[src/rtl/gpio_sf_pkg.sv]
package gpio_sf_pkg;

    localparam int PIN_XMUX0 = 0;
    localparam int PIN_XMUX1 = 1;
    localparam int PIN_BUSY  = 2;
    localparam int PIN_FAULT = 3;
    localparam int PIN_CLK   = 4;
    localparam int MIN_PINS  = 5;

    typedef struct packed {
        logic [1:0] xmux_en;
        logic       busy_en;
        logic       fault_en;
        logic       clk_out_en;
        logic       clk_sel;
    } sf_out_cfg_t;

    typedef struct packed {
        logic [1:0] mux_field;
        logic       cal_busy;
        logic       fault_any;
        logic       osc_1m;
        logic       osc_125k;
    } sf_src_t;

    function automatic logic edge_hit(input logic prev, input logic cur, input logic fall);
        return fall ? (prev & ~cur) : (~prev & cur);
    endfunction

endpackage

[src/rtl/gpio_in_sync.sv]
module gpio_in_sync #(
    parameter int WIDTH  = 7,
    parameter int STAGES = 2
) (
    input  logic             clk,
    input  logic             rst,
    input  logic [WIDTH-1:0] din,
    output logic [WIDTH-1:0] dout
);
    logic [WIDTH-1:0] stage_q [STAGES];

    genvar s;
    generate
        for (s = 0; s < STAGES; s++) begin : g_stage
            if (s == 0) begin : g_first
                always_ff @(posedge clk) begin
                    if (rst) stage_q[0] <= '0;
                    else     stage_q[0] <= din;
                end
            end else begin : g_next
                always_ff @(posedge clk) begin
                    if (rst) stage_q[s] <= '0;
                    else     stage_q[s] <= stage_q[s-1];
                end
            end
        end
    endgenerate

    assign dout = stage_q[STAGES-1];
endmodule

[src/rtl/gpio_out_mux.sv]
module gpio_out_mux
    import gpio_sf_pkg::*;
#(
    parameter int NUM_PINS = 7
) (
    input  logic                rst,
    input  logic [NUM_PINS-1:0] dir,
    input  logic [NUM_PINS-1:0] wdata,
    input  sf_out_cfg_t         cfg,
    input  sf_src_t             src,
    output logic [NUM_PINS-1:0] drive,
    output logic [NUM_PINS-1:0] oe,
    output logic [NUM_PINS-1:0] out
);
    logic [NUM_PINS-1:0] sf_on;
    logic [NUM_PINS-1:0] sf_val;

    always_comb begin
        sf_on  = '0;
        sf_val = '0;
        sf_on[PIN_XMUX0]  = cfg.xmux_en[0];
        sf_val[PIN_XMUX0] = src.mux_field[0];
        sf_on[PIN_XMUX1]  = cfg.xmux_en[1];
        sf_val[PIN_XMUX1] = src.mux_field[1];
        sf_on[PIN_BUSY]   = cfg.busy_en;
        sf_val[PIN_BUSY]  = src.cal_busy;
        sf_on[PIN_FAULT]  = cfg.fault_en;
        sf_val[PIN_FAULT] = src.fault_any;
        sf_on[PIN_CLK]    = cfg.clk_out_en;
        sf_val[PIN_CLK]   = cfg.clk_sel ? src.osc_125k : src.osc_1m;
    end

    genvar i;
    generate
        for (i = 0; i < NUM_PINS; i++) begin : g_pin
            assign drive[i] = sf_on[i] ? sf_val[i] : wdata[i];
            assign oe[i]    = ~rst & dir[i];
            assign out[i]   = oe[i] & drive[i];
        end
    endgenerate
endmodule

[src/rtl/gpio_clk_in_div.sv]
module gpio_clk_in_div
    import gpio_sf_pkg::*;
#(
    parameter int DIV_W = 3
) (
    input  logic             clk,
    input  logic             rst,
    input  logic             enable,
    input  logic             level,
    input  logic             fall,
    input  logic [DIV_W-1:0] div,
    output logic             tick
);
    logic             prev_q;
    logic [DIV_W-1:0] cnt_q;
    logic             hit;

    assign hit = edge_hit(prev_q, level, fall);

    always_ff @(posedge clk) begin
        if (rst) begin
            prev_q <= 1'b0;
            cnt_q  <= '0;
            tick   <= 1'b0;
        end else begin
            prev_q <= level;
            if (!enable) begin
                cnt_q <= '0;
                tick  <= 1'b0;
            end else if (hit) begin
                if (cnt_q == div) begin
                    cnt_q <= '0;
                    tick  <= 1'b1;
                end else begin
                    cnt_q <= cnt_q + 1'b1;
                    tick  <= 1'b0;
                end
            end else begin
                tick <= 1'b0;
            end
        end
    end
endmodule

[src/rtl/gpio_sf_mux.sv]
module gpio_sf_mux
    import gpio_sf_pkg::*;
#(
    parameter int NUM_PINS    = 7,
    parameter int ERR_W       = 8,
    parameter int DIV_W       = 3,
    parameter int SYNC_STAGES = 2
) (
    input  logic                clk,
    input  logic                rst,
    input  logic [NUM_PINS-1:0] pin_dir,
    input  logic [NUM_PINS-1:0] pin_wdata,
    input  logic [1:0]          mux_field,
    input  logic [1:0]          xmux_en,
    input  logic                busy_out_en,
    input  logic                fault_out_en,
    input  logic                clk_out_en,
    input  logic                clk_in_en,
    input  logic                clk_out_sel,
    input  logic                sync_pol,
    input  logic [DIV_W-1:0]    sync_div,
    input  logic                cal_busy,
    input  logic [ERR_W-1:0]    analog_err,
    input  logic [ERR_W-1:0]    digital_err,
    input  logic                osc_1m,
    input  logic                osc_125k,
    input  logic [NUM_PINS-1:0] pad_in,
    output logic [NUM_PINS-1:0] pad_out,
    output logic [NUM_PINS-1:0] pad_oe,
    output logic [NUM_PINS-1:0] rd_data,
    output logic                ext_clk_tick
);
    sf_out_cfg_t         cfg;
    sf_src_t             src;
    logic [NUM_PINS-1:0] in_sync;
    logic [NUM_PINS-1:0] drive;
    logic                clk_in_live;

    assign cfg = '{xmux_en: xmux_en, busy_en: busy_out_en, fault_en: fault_out_en,
                   clk_out_en: clk_out_en, clk_sel: clk_out_sel};
    assign src = '{mux_field: mux_field, cal_busy: cal_busy,
                   fault_any: (|analog_err) | (|digital_err),
                   osc_1m: osc_1m, osc_125k: osc_125k};

    gpio_in_sync #(.WIDTH(NUM_PINS), .STAGES(SYNC_STAGES)) u_sync (
        .clk (clk),
        .rst (rst),
        .din (pad_in),
        .dout(in_sync)
    );

    gpio_out_mux #(.NUM_PINS(NUM_PINS)) u_mux (
        .rst  (rst),
        .dir  (pin_dir),
        .wdata(pin_wdata),
        .cfg  (cfg),
        .src  (src),
        .drive(drive),
        .oe   (pad_oe),
        .out  (pad_out)
    );

    assign clk_in_live = clk_in_en & ~pin_dir[PIN_CLK];

    gpio_clk_in_div #(.DIV_W(DIV_W)) u_div (
        .clk   (clk),
        .rst   (rst),
        .enable(clk_in_live),
        .level (in_sync[PIN_CLK]),
        .fall  (sync_pol),
        .div   (sync_div),
        .tick  (ext_clk_tick)
    );

    assign rd_data = (pin_dir & drive) | (~pin_dir & in_sync);
endmodule

[config.mk]
export PLATFORM = sky130hd
export DESIGN_NAME = gpio_sf_mux
export DESIGN_NICKNAME = d
export VERILOG_FILES = /design/src/rtl/gpio_sf_pkg.sv /design/src/rtl/gpio_in_sync.sv /design/src/rtl/gpio_out_mux.sv /design/src/rtl/gpio_clk_in_div.sv /design/src/rtl/gpio_sf_mux.sv
export SDC_FILE = /design/constraint.sdc
export NUM_CORES = 1
export LEC_CHECK = 0
export BUFFER_PORTS_ARGS = -buffer_cell sky130_fd_sc_hd__buf_2
export CAP_MARGIN = 0
export CORE_ASPECT_RATIO = 0.75
export CORE_MARGIN = 5
export CORE_UTILIZATION = 40
export DETAILED_ROUTE_END_ITERATION = 8
export HOLD_SLACK_MARGIN = 0.1
export PLACE_DENSITY = 0.88
export SYNTH_ARGS = -nofsm -noshare
export SYNTH_HDL_FRONTEND = slang
export SYNTH_SLANG_ARGS = --single-unit
[constraint.sdc]
create_clock -name clk -period 3.1 [get_ports clk]
set_clock_uncertainty 0.05 [all_clocks]
set_input_delay 0 -clock clk [delete_from_list [all_inputs] [get_ports clk]]
set_output_delay 0 -clock clk [all_outputs]
set_load 0.01 [all_outputs]
* After elaboration in Yosys (flattened, before gate mapping)
Memory sizes are Yosys's and may differ from the RTL's.
Index checks and enable logic that the tools add are counted.
** Word-level totals
- Register bits after elaboration :: 5
- Bits in writable memories :: 14
- Bits of input ports :: 55
- Output and inout bits :: 22
- Logic and storage cells :: 54
- Memories :: 1
** Memory list
- u_sync.stage_q :: depth 2, bits a word 7, rd ports 2, clocked after memory_dff 0, write ports 2, line gpio_in_sync.sv:10 : logic [WIDTH-1:0] stage_q [STAGES];
** Operators by class
- Add/subtract/negate cells :: 1
- Eq/ne operators :: 1
- Muxes and demuxes :: 14
- Bitwise operators :: 30
- Reductions and logical operators :: 4
** Operators with widths (count)
- $and A1 B1 Y1 :: 17
- $reduce_or A8 Y1 :: 2
- $and A7 B7 Y7 :: 2
- $mux W7 :: 2
- $mux W1 :: 11
- $not A7 Y7 :: 1
- $or A7 B7 Y7 :: 1
- $not A1 Y1 :: 6
- $add A3 B1 Y3 const B :: 1
- $eq A3 B3 Y1 :: 1
- $mux W3 :: 1
- $or A1 B1 Y1 :: 3
- $reduce_or A3 Y1 :: 1
- $reduce_or A2 Y1 :: 1

* Logic depth before layout (Yosys ltp)
An unclocked memory read counts as a cell.
- Word-level depth :: 6
- Gate-level depth with buffers :: 4
- Mapped depth without buffers :: 4

* By module
Synthesis repeated with hierarchy kept, for this count alone.
** Second synthesis, totals
- Cell total of the unflattened synthesis :: 93
- Area, all modules :: 957.2 um^2
** By module, submodules not included
- gpio_in_sync :: times used 1, cells each 29, area an instance 407.9 um^2, seq. area each 280.3 um^2
- gpio_clk_in_div :: times used 1, cells each 27, area an instance 256.5 um^2, seq. area each 100.1 um^2
- gpio_out_mux :: times used 1, cells each 24, area an instance 176.4 um^2, seq. area each 0.0 um^2
- gpio_sf_mux :: times used 1, cells each 13, area an instance 116.4 um^2, seq. area each 0.0 um^2

* Worst setup path after synthesis
No wires, ideal clock.
- Path kind :: register to register
- From :: register u_div.prev_q
- To :: register u_div.cnt_q[2]
- Setup time :: 0.122 ns
- Data arrival time :: 0.827 ns
- Required time :: 2.928 ns
- Slack :: 2.102 ns
- Cell stages (with the launch flop) :: 5
- Path buffers :: 0
- Period minus slack after synthesis :: 0.998 ns
- Path through :: dfxtp_1 nand2b_2 o22a_2 nand2_1 a31oi_1
** On the way
- Word-level cells in the longest chain between the ends :: 3
- Elaborated cells on any way between the ends :: 4
- Those cells by class :: 1 x mux; 3 x bitwise
** RTL lines
- start, declared :: line gpio_clk_in_div.sv:14 : logic prev_q;
- start signal, assigned :: line gpio_clk_in_div.sv:26 : prev_q <= level;
- $not A1 Y1 :: line gpio_sf_pkg.sv:27 : return fall ? (prev & ~cur) : (~prev & cur);
- $and A1 B1 Y1 :: line gpio_sf_pkg.sv:27
- $mux W1 (*) :: line gpio_sf_pkg.sv:27
- end signal, assigned :: line gpio_clk_in_div.sv:35 : cnt_q <= cnt_q + 1'b1;
- end, declared :: line gpio_clk_in_div.sv:15 : logic [DIV_W-1:0] cnt_q;
Every way passes the cells marked *; elsewhere a longest branch is shown, timed or not.
A chain may end at the register's enable or synchronous reset.

* Worst setup path after layout
- From :: input port rst
- To :: register u_div.cnt_q[0]
** On the way
- Word-level cells in the longest chain between the ends :: 1
** RTL lines
- start, declared :: line gpio_sf_mux.sv:10 : input logic rst,
- $reduce_or A2 Y1 (no line)
Every way passes these cells.

==> summary.md <==
| Metric | Value |
|---|---|
| Worst vdd ir | ~220 µV |
| Clock Tree Root | clkbuf_4 |
| Largest net degree at the start of global routing | 25 |
| Die width | roughly 65 µm |
| Postcts setup bufs | 0 |
| CP Cell Sequence | dlygate4sd3_1, buf_2, or3b_4, dlygate4sd3_1, a21oi_1, dlygate4sd3_1 |
| Pwr Density | between 300 and 400 nW/µm² |
| Max Buffers Root-to-Sink | 2 |
| DP Worst Slack | just over 2 ns |
| Max stage delay cell, worst path | dlygate4sd3_1 |
| Area Growth Syn to Fin | 70.7% |
| Post-synthesis sequential area ratio | 0.422 |
| Vias in the first global route | about 1,100 |
| Initial DRT Pass Iterations | 4 |
| CP startpoint kind | primary input |
| Setup TNS | 0 ns |
| Initial Util | 0.433 |
| Later-pin clock latency in the skew report | ~0.29 ns |
| CP required | 3.29 ns |
| FILL cells | about 160 |
| F_max | ~0.42 GHz |
| Die area | ~3300 µm² |
| Post-layout util | 0.739 |
| Min-Delay Path Class | in2reg |
| Hold slack | roughly 0.22 ns |
| Num rows | 14 |
| Status | completed |
| CTS Buf Count | 3 |
| Max_cap viols | 0 |
| Slowest stage delay, CP | ~0.63 ns |
| Final period utilization | 0.762 |
| N_diodes | 0 |
| # DRC | 0 |
| Placed cells | 193 |
| Least-Margin Pin Slew | ~0.41 ns |
| Final setup vio count | 0 |
| Delay-heaviest family, CP | buffers and inverters |
| WP buf/inv | 4 |
| Setup CP Type | in2reg |
| Most used DFF post-synth | dfxtp_1 |
| Setup crit end kind | register |
| Worst Path Max Fanout | 24 |
| Warnings from Yosys | 0 |
| CTS Sinks | 19 |
| Routability cong. | 0.747 |
| Clk pin slew, worst setup/hold paths | approximately 0.1 ns |
| Detailed-route via count | 1,053 |
| Setup slack after layout | approximately 0.74 ns |
| Initial antenna violation count | 0 |
| H-Tree Depth | 1 |
| Syn Inst Count | 95 |
| DR iter-0 viols | 20 |
| Nets | around 250 |
| Total congestion overflow | 0 |
| CORE AREA | 2080 µm² |
| GRT Total Usage | 0.172 |
| Leak | between 0.7 and 0.8 nW |
| RSZ-0062 raised after global routing | false |
| Net count after synthesis | approximately 150 |
| Post-layout power | 0.499 mW |
| Post-synth EDFFs | 0 |
| Rel. slew slack | 0.725 |
| Final Hold Fails | 0 |
| First-pass GRT wire length | between 4000 and 5000 µm |
| Fin. max-slew vios | 0 |
| I/O pin count | 77 |
| Hold buffer count at cts | 21 |
| Post-route antenna net violation count | 0 |
| CTS tree | built |
| Top cell by count, worst path | dlygate4sd3_1 |
| Fin cells | 218 |
| Port Buf Inserts | 76 |
| Synth Cell Area | 902 µm² |
| Arr. time, crit path | ~2.6 ns |
| WL/cell | roughly 13 µm |
| Via/cell ratio | roughly 4.8 |
| CTS resizes | 0 |
| Syn_area_per_cell | around 9.5 µm² |
| Final WL | approximately 2800 µm |
| Post-Layout Inst Area | roughly 1500 µm² |
| Post-DP HPWL | ~2200 µm |
| Fraction of registers with async set or reset after synthesis | 0 |
| Share of layout cells above drive strength 1 | 0.464 |
| Die Y-Extent | 51.1 µm |
| Cell Area, Placed | approximately 1300 µm² |
| Synth unique cells | 30 |
| #FFs+latches synth | 19 |
| Tmin final | roughly 2.4 ns |
==> tightest hold or removal path, delay by kind of cell <==
kind | cells | cell delay, ns
simple gates | 2 | 0.21
compound gates | 1 | 0.15
buf+inv | 1 | 0.09
xor+xnor | 1 | 0.07
==> Yosys cell counts, types with 2 or more instances <==
library cell / count / area (µm²)
nor2b_1: 24 / 150
dfxtp_1: 19 / 380
a21oi_1: 6 / 30.0
nor2_1: 6 / 22.5
mux2i_1: 4 / 40.0
nand2_1: 4 / 15.0
and2_1: 3 / 18.8
mux2_2: 3 / 33.8
xnor2_1: 3 / 26.3
nand3b_1: 2 / 15.0
nor4_1: 2 / 12.5
==> final cells by class <==
type                    count  area [µm²]  area share
repair buffers             97         591       0.383
well taps                  24        30.0      0.0195
clock buffers               4        26.3      0.0171
inverters                   1        3.75     0.00244
flip-flops and latches     19         380       0.247
multi-input cells          73         509       0.331
==> final timing paths <==
| path | startpoint | endpoint | slack, ns | depth (start not counted) |
|---|---|---|---|---|
| worst min register to register | u_sync.stage_q[0][3]$_SDFF_PP0_ | u_sync.stage_q[1][3]$_SDFF_PP0_ | 0.39 | 1 |
| worst max register to register | u_div.cnt_q[2]$_SDFFE_PP0P_ | u_div.cnt_q[0]$_SDFFE_PP0P_ | 1.44 | 5 |
| worst min-delay path | sync_div[2] | u_div.cnt_q[2]$_SDFFE_PP0P_ | 0.22 | 5 |
| worst max-delay path | rst | u_div.cnt_q[0]$_SDFFE_PP0P_ | 0.74 | 6 |
==> registers in the layout, indices dropped and copies added (netlist names) <==
name and count:
u_sync.stage_q 14, u_div.prev_q 1, u_div.cnt_q 3, u_div.tick 1
==> power by group <==
part           switching (mW)  internal (mW)  total (mW)
Sequential            0.00252          0.253       0.255
Combinational          0.0514         0.0727       0.124
Clock                  0.0696         0.0500       0.120
Total                   0.123          0.376       0.499
==> cells in the final DEF, fill, tap and decap left out <==
master	Yosys	layout
o21ai_1	1	1
mux2_2	3	3
ha_1	1	1
nand3b_1	2	2
nand2b_2	1	1
nand3_2	1	1
a21oi_1	6	6
o221ai_2	1	1
mux2i_1	4	4
clkbuf_4	0	3
o22ai_2	1	1
or3_1	1	1
inv_1	1	1
nand4_1	1	1
dfxtp_1	19	19
nor4b_1	1	1
buf_2	1	76
nand4b_1	1	1
nor2b_2	1	1
clkbuf_1	1	1
and2_1	3	3
nor2b_1	24	24
dlygate4sd3_1	0	21
xnor2_1	3	3
o22a_2	1	1
a31oi_1	1	1
nor3_2	1	1
nor2_1	6	6
nand2_1	4	4
nand3_1	1	1
nor4_1	2	2
or3b_4	1	1
==> logic make-up after synthesis <==
family | synth area share
fa+ha+maj | 0.0139
mux | 0.0818
compound gates | 0.0874
flops | 0.422
simple gates | 0.352
buf+inv | 0.0139
xor+xnor | 0.0291
==> per-layer routing <==
layer,part of all wire,vias up,track usage
li1,-,527,-
met1,0.36,470,0.177
met2,0.51,50,0.317
met3,0.10,6,0.0658
met4,0.021,0,0.0702
met5,0,-,0
(Power assumes the default switching activity.)
